$ cat src/rtl/xpt_cfg_shifter.sv
module xpt_cfg_shifter #(
  parameter int FRAME_W   = 30,
  parameter int AW        = 6,
  parameter int NOUT      = 4,
  parameter int SELW      = 3,
  parameter int FIRST_COL = 1
) (
  input  logic                   sclk,
  input  logic                   rst_n,
  input  logic                   sdi,
  input  logic                   load,
  output logic                   row_so,
  output logic                   row_sclk,
  output logic                   col_so,
  output logic                   col_sclk,
  output logic [NOUT*SELW-1:0]   out_sel,
  output logic [NOUT-1:0]        out_en
);
  localparam int FLDW  = SELW + 1;
  localparam int CFGW  = NOUT * FLDW;
  localparam int CW    = $clog2(FRAME_W + 1);
  localparam int TXW   = FRAME_W + 1;
  localparam int RD_B  = FRAME_W - 1;
  localparam int ROW_L = RD_B - AW;
  localparam int COL_L = ROW_L - AW;
  localparam int CFG_L = COL_L - CFGW;

  logic                rx_busy;
  logic [CW-1:0]       rx_cnt;
  logic [FRAME_W-2:0]  rx_sr;
  logic [TXW-1:0]      tx_row, tx_col;
  logic [CFGW-1:0]     staged, cfg_q;

  logic [FRAME_W-1:0]  word, row_word, col_word, reply;
  logic                frame_end, ld_row, ld_col, stage_wr;
  logic [AW-1:0]       w_row, w_col;

  assign word      = {rx_sr, sdi};
  assign frame_end = rx_busy && (rx_cnt == CW'(FRAME_W - 1));
  assign w_row     = word[ROW_L +: AW];
  assign w_col     = word[COL_L +: AW];

  always_comb begin
    reply = '0;
    reply[RD_B]            = 1'b1;
    reply[ROW_L +: AW]     = '1;
    reply[COL_L +: AW]     = '1;
    reply[CFG_L +: CFGW]   = cfg_q;
    reply[0]               = 1'b1;
    row_word               = word;
    row_word[COL_L +: AW]  = w_col - 1'b1;
    col_word               = word;
    col_word[ROW_L +: AW]  = w_row - 1'b1;
    ld_row = 1'b0; ld_col = 1'b0; stage_wr = 1'b0;
    if (frame_end) begin
      if (word[0])            ld_row = 1'b1;
      else if (w_row != '0)   ld_col = (FIRST_COL != 0);
      else if (w_col != '0)   ld_row = 1'b1;
      else if (word[RD_B]) begin
        ld_row = 1'b1; ld_col = 1'b1;
        row_word = reply; col_word = reply;
      end else                stage_wr = 1'b1;
    end
  end

  always_ff @(posedge sclk or negedge rst_n) begin
    if (!rst_n) begin
      rx_busy <= 1'b0;
      rx_cnt  <= '0;
      rx_sr   <= '0;
      tx_row  <= '0;
      tx_col  <= '0;
      staged  <= '0;
      cfg_q   <= '0;
    end else begin
      if (rx_busy) begin
        rx_sr  <= word[FRAME_W-2:0];
        rx_cnt <= frame_end ? '0 : rx_cnt + 1'b1;
        if (frame_end) rx_busy <= 1'b0;
      end else if (sdi) begin
        rx_busy <= 1'b1;
        rx_cnt  <= '0;
      end
      tx_row <= ld_row ? {1'b1, row_word} : {tx_row[TXW-2:0], 1'b0};
      tx_col <= ld_col ? {1'b1, col_word} : {tx_col[TXW-2:0], 1'b0};
      if (stage_wr) staged <= word[CFG_L +: CFGW];
      if (load)     cfg_q  <= staged;
    end
  end

  assign row_so   = tx_row[TXW-1];
  assign col_so   = tx_col[TXW-1];
  assign row_sclk = sclk;
  assign col_sclk = (FIRST_COL != 0) ? sclk : 1'b0;

  for (genvar i = 0; i < NOUT; i++) begin : g_out
    assign out_sel[i*SELW +: SELW] = cfg_q[CFGW-1-i*FLDW -: SELW];
    assign out_en[i]               = cfg_q[CFGW-FLDW*(i+1)];
  end

  p_cfg_hold_r3: assert property (@(posedge sclk) disable iff (!rst_n)
    !load |=> ($stable(out_sel) && $stable(out_en)));

  p_cfg_copy_r4: assert property (@(posedge sclk) disable iff (!rst_n)
    load |=> (cfg_q == $past(staged)));

  p_stage_at_end_r10: assert property (@(posedge sclk) disable iff (!rst_n)
    !$stable(staged) |-> $past(frame_end));

  p_rx_count_r2: assert property (@(posedge sclk) disable iff (!rst_n)
    rx_busy |-> (rx_cnt < CW'(FRAME_W)));
endmodule

$ cat config.mk
export PLATFORM = sky130hd
export DESIGN_NAME = xpt_cfg_shifter
export DESIGN_NICKNAME = d
export VERILOG_FILES = /design/src/rtl/xpt_cfg_shifter.sv
export SDC_FILE = /design/constraint.sdc
export NUM_CORES = 1
export LEC_CHECK = 0
export ABC_CLOCK_PERIOD_IN_PS = 7000
export BUFFER_PORTS_ARGS = -buffer_cell sky130_fd_sc_hd__buf_4
export CORE_MARGIN = 2
export CORE_UTILIZATION = 57
export CTS_CLUSTER_DIAMETER = 40
export DETAILED_ROUTE_END_ITERATION = 8
export HOLD_SLACK_MARGIN = 0.05
export PLACE_DENSITY_LB_ADDON = 0.1
export SYNTH_ARGS = -nofsm -noshare
export SYNTH_HDL_FRONTEND = slang
export SYNTH_SLANG_ARGS = --single-unit
$ cat constraint.sdc
create_clock -name sclk -period 7 [get_ports sclk]
set_input_delay 0.35 -clock sclk [delete_from_list [all_inputs] [get_ports sclk]]
set_output_delay 0.35 -clock sclk [all_outputs]
set_load 0.05 [all_outputs]
==> impl_metrics.env <==
export IMPL_path_clk_slew_ns=0.06
export IMPL_cts_tree="done"
export IMPL_pre_cts_slack_ns=2.98
export IMPL_drive_above_1_share_pct=29.1
export IMPL_portBuffers=23
export IMPL_drt_pre_antenna_iters=4
export IMPL_grt_pass1_wl_um=15800
export IMPL_dp_cells=513
export IMPL_finalWorstSetupSlack_ns=2.74
export IMPL_routed_wl_um=9130
export IMPL_synth_ff_type="dfrtp_1"
export IMPL_whs_endpoint="cfg_q[5]$_DFFE_PN0P_"
export IMPL_post_cts_buffers=0
export IMPL_antennaDiodeCount=0
export IMPL_slowest_stage="buf_4"
export IMPL_grt_overflow=0
export IMPL_ys_seq_area_share_pct=62.8
export IMPL_drc=0
export IMPL_path_buf_inv=3
export IMPL_first_global_vias=3246
export IMPL_yosys_warnings=0
export IMPL_via_count=3100
export IMPL_grt_usage_pct=21.1
export IMPL_syn_cell_area_um2=5140
export IMPL_worst_slew_pin_slew_ns=1.18
export IMPL_fin_cells=551
export IMPL_start_util_pct=58.9
export IMPL_hold_violations=0
export IMPL_maxCapViolCount=0
export IMPL_holdPathStages=2
export IMPL_grt_max_degree=75
export IMPL_coreArea_um2=8720
export IMPL_synth_distinct_cells=38
export IMPL_start_kind="clock port"
export IMPL_fin_skew_ns=0.00983
export IMPL_drv_slew=0
export IMPL_crit_start="sclk"
export IMPL_pin_count=24
export IMPL_synth_edf_count=0
export IMPL_die_h_um=99.0
export IMPL_cp_end_kind="output pin"
export IMPL_synth_top_area_share_pct=62.8
export IMPL_min_from="load"
export IMPL_post_drt_wl_per_cell_um=16.6
export IMPL_syn_inst=402
export IMPL_die_x_um=99.0
export IMPL_synth_area_leaders="dfrtp_1, mux2_2, mux2i_1"
export IMPL_postCtsResizedCells=0
export IMPL_leakagePower_nw=2.86
export IMPL_worstPathCellList="clkbuf_8, clkbuf_8, buf_4"
export IMPL_via_per_inst=5.63
export IMPL_power_density_nw_per_um2=443
export IMPL_async_flop_share_pct=100
export IMPL_path_max_fanout=2
export IMPL_ant_nets=0
export IMPL_cpLargestDelayFamily="buffers and inverters"
export IMPL_ys_top_cells_by_count="dfrtp_1, mux2_2, nand2_1"
export IMPL_cts_hold_buf=2
export IMPL_routabilityCongestion=0.749
export IMPL_synth_seq_cells=129
export IMPL_rows=34
export IMPL_reg2reg_from="rx_sr[22]$_DFFE_PN0P_"
export IMPL_synth_most_common_cell="dfrtp_1"
export IMPL_antenna_found_initial=0
export IMPL_r2r_end="staged[14]$_DFFE_PN0P_"
export IMPL_yosysTopAreaCell="dfrtp_1"
export IMPL_setup_viol=0
export IMPL_cp_arrival_ns=3.91
export IMPL_nets=438
export IMPL_hp_class="in -> reg"
export IMPL_hpwl_um=5240
export IMPL_ir_drop_v=0.000430
export IMPL_cpMostUsedCell="clkbuf_8"
export IMPL_path_class="clk -> out"
export IMPL_die_area_um2=9790
export IMPL_rsz0062_at_grt="false"
export IMPL_relSlewSlack_pct=20.8
export IMPL_status="finished clean"
export IMPL_reg2reg_slack_ns=3.67
export IMPL_clock_latency_ns=0.62
export IMPL_synth_avg_cell_area_um2=12.8
export IMPL_final_setup_tns_ns=0
export IMPL_reg2reg_depth=6
export IMPL_syn_nets=410
export IMPL_drt_initial_drc_count=125
export IMPL_syn_to_final_growth_pct=17.5
export IMPL_required_ns=6.65
export IMPL_max_stage_delay_ns=0.18
==> where the power goes <==
part | internal, W | total [W] | switching [W]
clock network | 0.000610 | 0.000998 | 0.000389
registers | 0.000979 | 0.00115 | 0.000169
logic | 0.000250 | 0.000527 | 0.000277
==> area by class of cell <==
| class | instances | area, µm² |
|---|---|---|
| multi-input cells | 244 | 1780 |
| clock buffers | 23 | 484 |
| repair buffers | 27 | 208 |
| inverters | 5 | 18.8 |
| flip-flops and latches | 129 | 3230 |
| well taps | 108 | 135 |
| fillers | 628 | 2680 |
| clock inverters | 15 | 184 |
==> layer usage <==
metal  vias to the layer above  share of wire, %  routed length [µm]  track usage, %
met1                      1605                47                4280            27.8
li1                       1448                 -                   -               -
met4                         0               1.2                 108            9.38
met2                        39                49                4480            32.5
met3                         8               3.0                 270            6.38
met5                         -                 0                   0               0
==> cells by family (layout without fill, tap and decap cells) <==
group	Yosys count	count (layout)	share of synthesized area, %
AO/OA/AOI/OAI	71	71	8.23
multiplexers	74	74	15.8
AND/OR/NAND/NOR	85	85	7.47
buffers and inverters	29	70	2.99
adder cells (fa/ha/maj)	4	4	0.974
flip-flops	129	129	62.8
XOR/XNOR	10	10	1.70
==> placed cells by master, fill, tap and decap left out, types with 5 or more instances in the layout <==
cell type / n
o22a_1: 13
buf_4: 27
nor2_1: 30
clkbuf_8: 5
dfrtp_1: 129
mux2i_1: 16
a21oi_1: 23
mux2_2: 58
o21ai_0: 20
nand2_1: 34
o21ai_1: 9
clkbuf_16: 16
xor2_1: 6
inv_1: 5
==> sequential cells by signal (all words and copies together), names as in the netlist <==
signal / count
cfg_q: 16
rx_busy: 1
rx_cnt: 5
rx_sr: 29
staged: 16
tx_col: 31
tx_row: 31
==> per-stage QoR <==
step	instance area (µm²)	power [W]	hold WS, ns	utilization [%]
6_report	6040	0.00267	0.209	69.3
5_1_grt	6040	0.00283	0.194	69.3
4_1_cts	6040	0.00270	0.189	69.3
3_5_place_dp	5370	0.00175	0.422	61.5
3_3_place_gp	5370	0.00172	0.418	61.5
2_1_floorplan	5140	0.00159	0.0544	-
==> worst max-delay path by stage <==
| stage | endpoint | slack, ns | cells past startpoint |
|---|---|---|---|
| finish | col_sclk | 2.74 | 3 |
| global route | col_sclk | 2.72 | 3 |
| CTS | col_sclk | 2.73 | 3 |
| detailed placement | col_sclk | 2.98 | 1 |
| global placement | col_sclk | 2.98 | 1 |
| floorplan | col_sclk | 2.98 | 1 |
Note: power is estimated with default switching activity, not from simulation.
